[config.mk]
export PLATFORM = sky130hd
export DESIGN_NAME = clk_loss_monitor
export DESIGN_NICKNAME = d
export VERILOG_FILES = /design/src/rtl/clm_pkg.sv /design/src/rtl/clm_sync.sv /design/src/rtl/clm_run_detect.sv /design/src/rtl/clm_valid_timer.sv /design/src/rtl/clk_loss_monitor.sv
export SDC_FILE = /design/constraint.sdc
export NUM_CORES = 1
export LEC_CHECK = 0
export BUFFER_PORTS_ARGS = -buffer_cell sky130_fd_sc_hd__buf_2
export CAP_MARGIN = 30
export CORE_ASPECT_RATIO = 0.5
export CORE_MARGIN = 2
export CORE_UTILIZATION = 28
export CTS_BUF_LIST = sky130_fd_sc_hd__clkbuf_8
export DETAILED_ROUTE_END_ITERATION = 6
export PLACE_DENSITY_LB_ADDON = 0.15
export SLEW_MARGIN = 10
export SYNTH_ARGS = -nofsm -noshare
export SYNTH_HDL_FRONTEND = slang
export SYNTH_HIERARCHICAL = 1
export SYNTH_SLANG_ARGS = --single-unit
[constraint.sdc]
create_clock -name ref_clk -period 3.29 [get_ports ref_clk]
set_clock_uncertainty 0.1 [all_clocks]
set_input_delay 0.1645 -clock ref_clk [delete_from_list [all_inputs] [get_ports ref_clk]]
set_output_delay 0.1645 -clock ref_clk [all_outputs]
set_load 0.01 [all_outputs]
[src/rtl/clm_pkg.sv]
package clm_pkg;
    localparam int unsigned SYNC_STAGES = 2;
    localparam int unsigned RUN_LEN     = 4;

    typedef struct packed {
        logic alarm;
        logic cal_pend;
        logic valid;
    } ctl_t;

    localparam ctl_t CTL_RESET = '{alarm: 1'b1, cal_pend: 1'b1, valid: 1'b0};
endpackage

[src/rtl/clm_sync.sv]
module clm_sync #(
    parameter int unsigned STAGES = 2
) (
    input  logic clk,
    input  logic rst_n,
    input  logic d,
    output logic q
);
    logic [STAGES-1:0] sh_d, sh_q;

    always_comb begin
        sh_d = {sh_q[STAGES-2:0], d};
    end

    always_ff @(posedge clk or negedge rst_n) begin
        if (!rst_n) sh_q <= '0;
        else        sh_q <= sh_d;
    end

    assign q = sh_q[STAGES-1];
endmodule

[src/rtl/clm_run_detect.sv]
module clm_run_detect #(
    parameter int unsigned RUN_LEN = 4
) (
    input  logic clk,
    input  logic rst_n,
    input  logic smp,
    output logic loss
);
    logic [RUN_LEN-1:0] hist_d, hist_q;

    always_comb begin
        hist_d = {hist_q[RUN_LEN-2:0], smp};
    end

    always_ff @(posedge clk or negedge rst_n) begin
        if (!rst_n) hist_q <= '0;
        else        hist_q <= hist_d;
    end

    // a run of RUN_LEN equal samples means the input did not toggle
    assign loss = (&hist_q) | ~(|hist_q);
endmodule

[src/rtl/clm_valid_timer.sv]
module clm_valid_timer #(
    parameter int unsigned SHORT_WIN = 16,
    parameter int unsigned LONG_WIN  = 64,
    localparam int unsigned CW       = $clog2(LONG_WIN + 1)
) (
    input  logic          clk,
    input  logic          rst_n,
    input  logic          clear,
    input  logic          win_long,
    output logic          done,
    output logic [CW-1:0] cnt
);
    localparam logic [CW-1:0] LIM_S = CW'(SHORT_WIN);
    localparam logic [CW-1:0] LIM_L = CW'(LONG_WIN);

    logic [CW-1:0] cnt_d, cnt_q;
    logic [CW-1:0] limit;

    always_comb begin
        limit = win_long ? LIM_L : LIM_S;
        done  = (cnt_q >= limit);
        if (clear)      cnt_d = '0;
        else if (!done) cnt_d = cnt_q + 1'b1;
        else            cnt_d = cnt_q;
    end

    always_ff @(posedge clk or negedge rst_n) begin
        if (!rst_n) cnt_q <= '0;
        else        cnt_q <= cnt_d;
    end

    assign cnt = cnt_q;
endmodule

[src/rtl/clk_loss_monitor.sv]
module clk_loss_monitor #(
    parameter int unsigned SHORT_WIN = 100000,
    parameter int unsigned LONG_WIN  = 10000000,
    localparam int unsigned CW       = $clog2(LONG_WIN + 1)
) (
    input  logic ref_clk,
    input  logic rst_cal_n,
    input  logic clk_in,
    input  logic win_long,
    input  logic cal_done,
    output logic los_alarm,
    output logic valid_pulse
);
    import clm_pkg::*;

    logic          smp_w;
    logic          loss_w;
    logic          done_w;
    logic [CW-1:0] cnt_w;
    logic          release_w;
    ctl_t          ctl_d, ctl_q;

    clm_sync #(.STAGES(SYNC_STAGES)) u_sync (
        .clk(ref_clk), .rst_n(rst_cal_n), .d(clk_in), .q(smp_w)
    );

    clm_run_detect #(.RUN_LEN(RUN_LEN)) u_run (
        .clk(ref_clk), .rst_n(rst_cal_n), .smp(smp_w), .loss(loss_w)
    );

    clm_valid_timer #(.SHORT_WIN(SHORT_WIN), .LONG_WIN(LONG_WIN)) u_timer (
        .clk(ref_clk), .rst_n(rst_cal_n), .clear(loss_w | ~ctl_q.alarm),
        .win_long(win_long), .done(done_w), .cnt(cnt_w)
    );

    always_comb begin
        release_w      = ctl_q.alarm & done_w & ~loss_w & ~ctl_q.cal_pend;
        ctl_d          = ctl_q;
        ctl_d.cal_pend = ctl_q.cal_pend & ~cal_done;
        ctl_d.valid    = release_w;
        if (loss_w)         ctl_d.alarm = 1'b1;
        else if (release_w) ctl_d.alarm = 1'b0;
    end

    always_ff @(posedge ref_clk or negedge rst_cal_n) begin
        if (!rst_cal_n) ctl_q <= CTL_RESET;
        else            ctl_q <= ctl_d;
    end

    assign los_alarm   = ctl_q.alarm;
    assign valid_pulse = ctl_q.valid;
endmodule

==> impl_metrics.toml, run 1 <==
[clock_tree]
clk_latency_ps = 290
numCtsBuffers = 5
cts_setup_buffers = 0
root_buffer = "clkbuf_8"
clk_path_buf_depth = 2
cts.sinks = 33
clkTransAtPathRegs_ps = 80
cts_tree = "built"
cts_max_level = 2

[final_layout]
fin_util = 0.335
layout-drive-gt1-share = 0.147
nets = 203
final_common_cell = "dfrtp_1"
most-common-layout-cells = "31 x dfrtp_1, 18 x nor2_1, 13 x nand3_1"
area_growth_pct = 14.8
antenna_cells = 0

[synth]
synth_top_area_frac = 0.433
synth_area_um2 = 1790
synthArstFlopShare = 1.00
synth_edf_count = 0
syn_inst = 178
syn_area_per_cell_um2 = 10.1
synth_nets = 191
synthTopCellsByArea = "dfrtp_1 43%, ha_1 5.6%, xor2_1 3.9%"
ys_ff_latch = 33
synth_ff_type = "dfrtp_1"
ys_types = 40
seq_area_frac_synth = 0.463
yosysWarnings = 6
synth_top_area_cell = "dfrtp_1"

[floorplanning]
start_util = 0.292
core_area_um2 = 6130
io_pins = 7
num_rows = 20
die-area_um2 = 7090
die-height_um = 60.5
dieWidth_um = 117

[power]
seqPwrFrac = 0.491
p_comb_frac = 0.112
pwr-share-clk = 0.397
switchingPower_uw = 266
leakage_uw = 0.000927
p_int_uw = 711
switching_share = 0.272
p_total_uw = 977
vdd_drop_max_v = 0.000215
powerDensity_nw_per_um2 = 475

[sta]
post-route-period-util = 0.858
hold_viol_final = 0
relSlewSlack = 0.496
max_freq_ghz = 0.354
maxSlewViolCount = 0
finalSetupViolCount = 0
final_period_minus_worst_setup_slack_ps = 2820
worst_slew_pin_slew_ps = 756
rsz0062_at_grt = "no"
fin_tns_setup_ps = 0

[routing]
ant_nets = 0
finalWirelength_mm = 3.64
drt-initial-drc-count = 66
routed-via-count = 1352
drc = 0
via_per_inst = 4.85
dr.pass1.iters = 4
wire_per_inst_um = 13.1

[worst_setup_path]
end_kind = "register"
worstPathArrival_ps = 2890
crit_required_ps = 3360
path_delay_family = "simple AND/OR/NAND/NOR gates"
worstSetupPathType = "register to register"
crit_buf_inv = 1
cpPeakStageDelay_ps = 420
cpMaxStageDelayCell = "dfrtp_1"
crit_path_cell_trace = "inv_1 > ha_1 > or3b_1 > a211o_1 > a31oi_4 > nand2_2 > nor4_1 > mux2_2"
crit_path_max_fanout = 12
start_kind = "register"

[global_route]
gr-total-overflow = 0
grt_pass1_wl_mm = 6.46
grt_max_degree = 34
track_usage = 0.119
grt_pass1_vias = 1343
antenna_found_initial = 0

[status]
outcome = "complete, no violations"

[min_path]
holdCritPathClass = "register to register"

[place]
place.gp.congestion = 0.754
dp_hpwl_mm = 2.56
io_buffers = 6

[run]
maxCapViolations = 0
[through the flow]
stage	hold WS, ps	setup slack (ps)	area [µm²]	std cells
finish	252	467	2060	279
detailed placement	174	506	1910	268
global route	270	253	2060	279
CTS	258	473	2060	279
global placement	175	571	1910	268
floorplan	-231	932	1790	178
[registers in the layout (all words and copies together) (netlist names)]
signal / cells
los_alarm: 1
valid_pulse: 1
u_run/hist_q: 4
u_sync/sh_q: 2
u_timer/cnt: 24
ctl_q: 1
[area by class of cell]
cell class                      instances  area [µm²]
Fill cell                             646        4080
Multi-Input combinational cell        133         908
Sequential cell                        33         828
Tap cell                               88         110
Clock buffer                            5        68.8
Timing Repair Buffer                   10        67.6
Clock inverter                          3        46.3
Inverter                                7        26.3
[per-layer routing]
| metal | global-route usage | vias up | wire length [µm] |
|---|---|---|---|
| li1 | - | 671 | - |
| met1 | 0.162 | 659 | 1930 |
| met2 | 0.190 | 17 | 1590 |
| met3 | 0.0300 | 5 | 90 |
| met4 | 0.0403 | 0 | 34 |
| met5 | 0 | - | 0 |
[logic make-up (layout without fill, tap and decap cells)]
kind of cell | Yosys count | count (layout) | share of synthesized area
AOI/OAI and AO/OA | 30 | 30 | 0.116
buffers and inverters | 12 | 25 | 0.0300
muxes | 3 | 3 | 0.0203
DFF | 33 | 33 | 0.463
xor gates and xnor gates | 10 | 10 | 0.0489
adders and majority gates | 8 | 8 | 0.0559
and+or+nand+nor | 82 | 82 | 0.266
[power by group through the flow]
stage | sequential (µW) | combinational, µW | clock, µW
floorplan | 474 | 79.0 | 0
detailed placement | 487 | 108 | 0
finish | 480 | 109 | 388
global route | 487 | 126 | 424
global placement | 485 | 107 | 0
CTS | 479 | 112 | 402
[path summary, 6_finish.rpt]
| check | startpoint | end | slack, ps | depth (start not counted) |
|---|---|---|---|---|
| max | u_timer/cnt[5] | u_timer/cnt[21] | 470 | 8 |
| min | u_sync/sh_q[0] | u_sync/sh_q[1] | 250 | 0 |
| max reg2reg | u_timer/cnt[5] | u_timer/cnt[21] | 470 | 8 |
| min reg2reg | u_sync/sh_q[0] | u_sync/sh_q[1] | 250 | 0 |
| max in group asynchronous | rst_cal_n | u_timer/cnt[18] | 2220 | 2 |
| min in group asynchronous | rst_cal_n | u_run/hist_q[3] | 380 | 2 |
[synthesized netlist by cell type, drive strengths merged, types with 2 or more instances]
| master | instances |
|---|---|
| nand2 | 10 |
| dfstp | 2 |
| dfrtp | 31 |
| xor2 | 8 |
| a21oi | 11 |
| inv | 7 |
| nor2 | 18 |
| o41ai | 2 |
| nor4 | 2 |
| nand3 | 13 |
| ha | 8 |
| mux2 | 2 |
| nor2b | 3 |
| xnor2 | 2 |
| or3 | 10 |
| o211a | 2 |
| nand2b | 2 |
| or4 | 3 |
| clkbuf | 2 |
| nor3 | 3 |
| buf | 3 |
| and3 | 6 |
| o21ai | 11 |
| nand4 | 8 |
[what timing repair did]
action | 4_1_cts | 5_1_grt
hold buffers | 3 | 0
gates resized for setup | 0 | 0
hold endpoints to repair | 33 | 0
endpoints found under the setup margin | 0 | 0
Power figures use the tool's default switching activity.
==> run 2, diff against run 1 <==
--- a/config.mk
+++ b/config.mk
@@ -8,9 +8,10 @@
 export BUFFER_PORTS_ARGS = -buffer_cell sky130_fd_sc_hd__buf_2
 export CAP_MARGIN = 30
 export CORE_ASPECT_RATIO = 0.5
-export CORE_MARGIN = 2
+export CORE_MARGIN = 3
 export CORE_UTILIZATION = 28
 export CTS_BUF_LIST = sky130_fd_sc_hd__clkbuf_8
+export CTS_CLUSTER_SIZE = 28
 export DETAILED_ROUTE_END_ITERATION = 6
 export PLACE_DENSITY_LB_ADDON = 0.15
 export SLEW_MARGIN = 10
==> run 2 against run 1 <==
Effect of this change:
- hold slack gained 4.5 ps
- total power is essentially flat
- global-route usage shrank 0.97 points
- sequential cell count is the same
- combinational power is essentially flat
- largest power group unchanged
- first-iteration DRC count grew 1.5%
- critical path type unchanged
- highest routed layer unchanged
- wire length grew 2.1%
- largest cell class unchanged
- register-to-register slack gained 70 ps
- clock power grew 1%
==> impl_metrics.toml, run 2 (synthesis results as in run 1) <==
[power]
p_int_uw = 728
p_total_uw = 976
switching_share = 0.254
seqPwrFrac = 0.489
switchingPower_uw = 248
vdd_drop_max_v = 0.000248
pwr-share-clk = 0.401
leakage_uw = 0.000935
powerDensity_nw_per_um2 = 476
p_comb_frac = 0.110

[place]
dp.cells = 264
dpl_worst_slack_ps = 504
place.gp.congestion = 0.741
dp_hpwl_mm = 2.61
io_buffers = 6

[worst_setup_path]
crit_required_ps = 3350
start_kind = "register"
worstSetupPathType = "register to register"
worstPathArrival_ps = 2820
cpMaxStageDelayCell = "dfrtp_1"
cpPeakStageDelay_ps = 410
crit_path_cell_trace = "inv_1 > ha_1 > or3b_1 > a211o_1 > a31oi_4 > nand2_2 > nor4_1 > mux2_2"
end_kind = "register"
crit_path_max_fanout = 12

[sta]
maxSlewViolCount = 0
worst_slew_pin_slew_ps = 772
final_period_minus_worst_setup_slack_ps = 2760
relSlewSlack = 0.485
finalSetupViolCount = 0
setup_ws_ps = 535
rsz0062_at_grt = "no"
hold_viol_final = 0
fin_tns_setup_ps = 0
post-route-period-util = 0.837
max_freq_ghz = 0.363

[routing]
ant_nets = 0
finalWirelength_mm = 3.72
drt-initial-drc-count = 67
wire_per_inst_um = 13.5
drc = 0
via_per_inst = 4.77
routed-via-count = 1311
dr.pass1.iters = 4

[clock_tree]
clk_path_buf_depth = 2
cts_setup_buffers = 0
clkTransAtPathRegs_ps = 70
cts_tree = "built"
clk_latency_ps = 280
cts.sinks = 33
postCtsHoldBufs = 3
cts-resized-gates = 0
cts_max_level = 2
numCtsBuffers = 5
root_buffer = "clkbuf_8"

[floorplanning]
dieWidth_um = 119
die-area_um2 = 7450
num_rows = 19
start_util = 0.307
core_area_um2 = 5820
io_pins = 7
die-height_um = 62.5

[global_route]
track_usage = 0.110
grt_pass1_vias = 1360
grt_pass1_wl_mm = 6.61
grt_max_degree = 34
antenna_found_initial = 0
gr-total-overflow = 0

[run]
maxCapViolations = 0

[status]
outcome = "complete, no violations"

[final_layout]
area_growth_pct = 14.6
layout-drive-gt1-share = 0.141
most-common-layout-cells = "31 x dfrtp_1, 18 x nor2_1, 13 x nand3_1"
final_common_cell = "dfrtp_1"
largest_reg_flops = 24
nets = 203
antenna_cells = 0
final_cells = 275

[min_path]
holdCritPathClass = "register to register"
-- run 2: area by class of cell --
cell class,count,area [µm²]
fill,606,3770
multi-input combinational,133,908
sequential,33,828
tap,84,105
clock buffer,6,82.6
timing repair buffer,10,67.6
clock inverter,2,33.8
inverter,7,26.3
-- run 2: through the flow --
| step | hold slack (ps) | util | area (µm²) |
|---|---|---|---|
| floorplan | -231 | - | 1790 |
| global placement | 175 | 0.327 | 1910 |
| detailed placement | 175 | 0.327 | 1910 |
| CTS | 259 | 0.352 | 2050 |
| global route | 263 | 0.352 | 2050 |
| finish | 256 | 0.352 | 2050 |
-- run 2: layer usage --
metal | track usage | up-vias | wire length [µm]
met5 | 0 | - | 0
met4 | 0.0346 | 0 | 36
met2 | 0.165 | 10 | 1620
li1 | - | 668 | -
met3 | 0.0325 | 5 | 89
met1 | 0.151 | 628 | 1970
-- run 2: power groups by stage --
stage               Combinational (µW)  Sequential, µW  Clock (µW)
floorplan                         79.0             474           0
global placement                   106             485           0
detailed placement                 107             485           0
CTS                                110             477         409
global route                       125             484         431
finish                             107             477         392
-- run 2: final timing paths --
| check | from | endpoint | slack, ps | depth (start not counted) |
|---|---|---|---|---|
| max reg2reg | u_timer/cnt[5] | u_timer/cnt[21] | 530 | 8 |
| min reg2reg | u_sync/sh_q[0] | u_sync/sh_q[1] | 260 | 0 |
| max in group asynchronous | rst_cal_n | u_timer/cnt[22] | 2200 | 2 |
| min | u_sync/sh_q[0] | u_sync/sh_q[1] | 260 | 0 |
| min in group asynchronous | rst_cal_n | u_timer/cnt[11] | 390 | 2 |
| max | u_timer/cnt[5] | u_timer/cnt[21] | 530 | 8 |
-- run 2: worst max-delay path: cells and delay by family, from the launching register on --
family | cells | cell delay, ps
and+or+nand+nor | 3 | 920
AOI/OAI and AO/OA | 2 | 650
DFF | 1 | 410
muxes | 1 | 370
adders and majority gates | 1 | 120
buffers and inverters | 1 | 60
==> run 3, diff against run 2 <==
==> constraint.sdc (replaced) <==
create_clock -name ref_clk -period 2.83 [get_ports ref_clk]
set_clock_uncertainty 0.1 [all_clocks]
set_input_delay 0.1415 -clock ref_clk [delete_from_list [all_inputs] [get_ports ref_clk]]
set_output_delay 0.1415 -clock ref_clk [all_outputs]
set_load 0.01 [all_outputs]
==> run 3 against run 2 <==
Effect of this change:
- non-clock buffer count up 2
- global-route usage about the same
- hold slack worse by 3.8 ps
- fmax up 4.9%
- die area unchanged
- largest cell class unchanged
- highest routed layer unchanged
==> impl_metrics.toml, run 3 (synthesis results as in run 1) <==
[place]
dpl_cell_area_um2 = 1920
place.gp.congestion = 0.733
io_buffers = 6
dp_hpwl_mm = 2.58
dpl_worst_slack_ps = 226
dp.cells = 266

[global_route]
grt_pass1_vias = 1315
grt_pass1_wl_mm = 6.58
gr-total-overflow = 0
grt_max_degree = 34
antenna_found_initial = 0
track_usage = 0.110

[routing]
drc = 0
drt-initial-drc-count = 62
routed-via-count = 1352
wire_per_inst_um = 13.6
dr.pass1.iters = 4
via_per_inst = 4.88
ant_nets = 0
finalWirelength_mm = 3.77

[worst_setup_path]
cpPeakStageDelay_ps = 430
cpMaxStageDelayCell = "dfrtp_1"
crit_required_ps = 2940
path_delay_family = "simple AND/OR/NAND/NOR gates"
worstSetupPathType = "register to register"
end_kind = "register"
start_kind = "register"
crit_buf_inv = 1
worstPathArrival_ps = 2730
crit_path_max_fanout = 9
crit_path_cell_trace = "ha_1 > nor4_1 > nor2_1 > o41ai_2 > buf_4 > nand4_2 > or3_1 > a21oi_1"

[power]
seqPwrFrac = 0.544
pwr-share-clk = 0.335
powerDensity_nw_per_um2 = 506
leakage_uw = 0.000930
switchingPower_uw = 299
p_int_uw = 730
vdd_drop_max_v = 0.000246
switching_share = 0.290
p_comb_frac = 0.122

[sta]
setup_ws_ps = 205
rsz0062_at_grt = "no"
hold_viol_final = 0
post-route-period-util = 0.928
fin_tns_setup_ps = 0
relSlewSlack = 0.504
maxSlewViolCount = 0
worst_slew_pin_slew_ps = 744
max_freq_ghz = 0.381
final_period_minus_worst_setup_slack_ps = 2630
holdWs_ps = 253
finalSetupViolCount = 0

[clock_tree]
cts.sinks = 33
clk_latency_ps = 280
root_buffer = "clkbuf_8"
cts_tree = "built"
clk_path_buf_depth = 2
cts_max_level = 2
cts_setup_buffers = 0
clkTransAtPathRegs_ps = 70
numCtsBuffers = 5

[floorplanning]
io_pins = 7
die-area_um2 = 7450
start_util = 0.307
num_rows = 19
dieWidth_um = 119
die-height_um = 62.5
core_area_um2 = 5820

[run]
maxCapViolations = 0

[final_layout]
largest_reg_flops = 24
most-common-layout-cells = "31 x dfrtp_1, 18 x nor2_1, 13 x nand3_1"
layout-drive-gt1-share = 0.150
nets = 205
final_common_cell = "dfrtp_1"
design_area_um2 = 2030
area_growth_pct = 13.6
antenna_cells = 0
final_cells = 277

[min_path]
holdCritPathClass = "register to register"

[status]
outcome = "complete, no violations"
-- run 3: layout make-up --
cell class / count / area (µm²)
fill: 619 / 3790
multi-input combinational: 133 / 908
sequential: 33 / 828
tap: 84 / 105
timing repair buffer: 12 / 82.6
clock buffer: 5 / 68.8
inverter: 7 / 26.3
clock inverter: 3 / 13.8
-- run 3: worst paths after layout --
kind                                  from         endpoint  slack [ps]  cells after the start
max                        u_timer/cnt[19]  u_timer/cnt[18]         200                      8
max reg2reg                u_timer/cnt[19]  u_timer/cnt[18]         200                      8
min in group asynchronous        rst_cal_n   u_timer/cnt[4]         360                      2
min                         u_sync/sh_q[0]   u_sync/sh_q[1]         250                      0
max in group asynchronous        rst_cal_n  u_timer/cnt[18]        1790                      2
min reg2reg                 u_sync/sh_q[0]   u_sync/sh_q[1]         250                      0
-- run 3: metal layers --
layer / part of all wire / up-vias / global-route usage
li1: - / 667 / -
met1: 0.55 / 668 / 0.156
met2: 0.42 / 15 / 0.160
met3: 0.028 / 2 / 0.0325
met4: 0.0042 / 0 / 0.0303
met5: 0 / - / 0
-- run 3: timing repair --
action / CTS / global route
hold endpoints to repair: 33 / 0
hold buffers: 3 / 0
gates resized for setup: 0 / 0
-- run 3: through the flow --
stage	total power (µW)	util
3_3_place_gp	689	0.330
6_report	1030	0.349
4_1_cts	1050	0.349
5_1_grt	1100	0.349
2_1_floorplan	643	-
3_5_place_dp	688	0.330
-- run 3: power by group through the flow --
stage | sequential, µW | clock, µW | combinational [µW]
finish | 559 | 344 | 125
floorplan | 551 | 0 | 91.9
detailed placement | 565 | 0 | 122
global placement | 566 | 0 | 124
global route | 564 | 383 | 149
CTS | 557 | 363 | 128
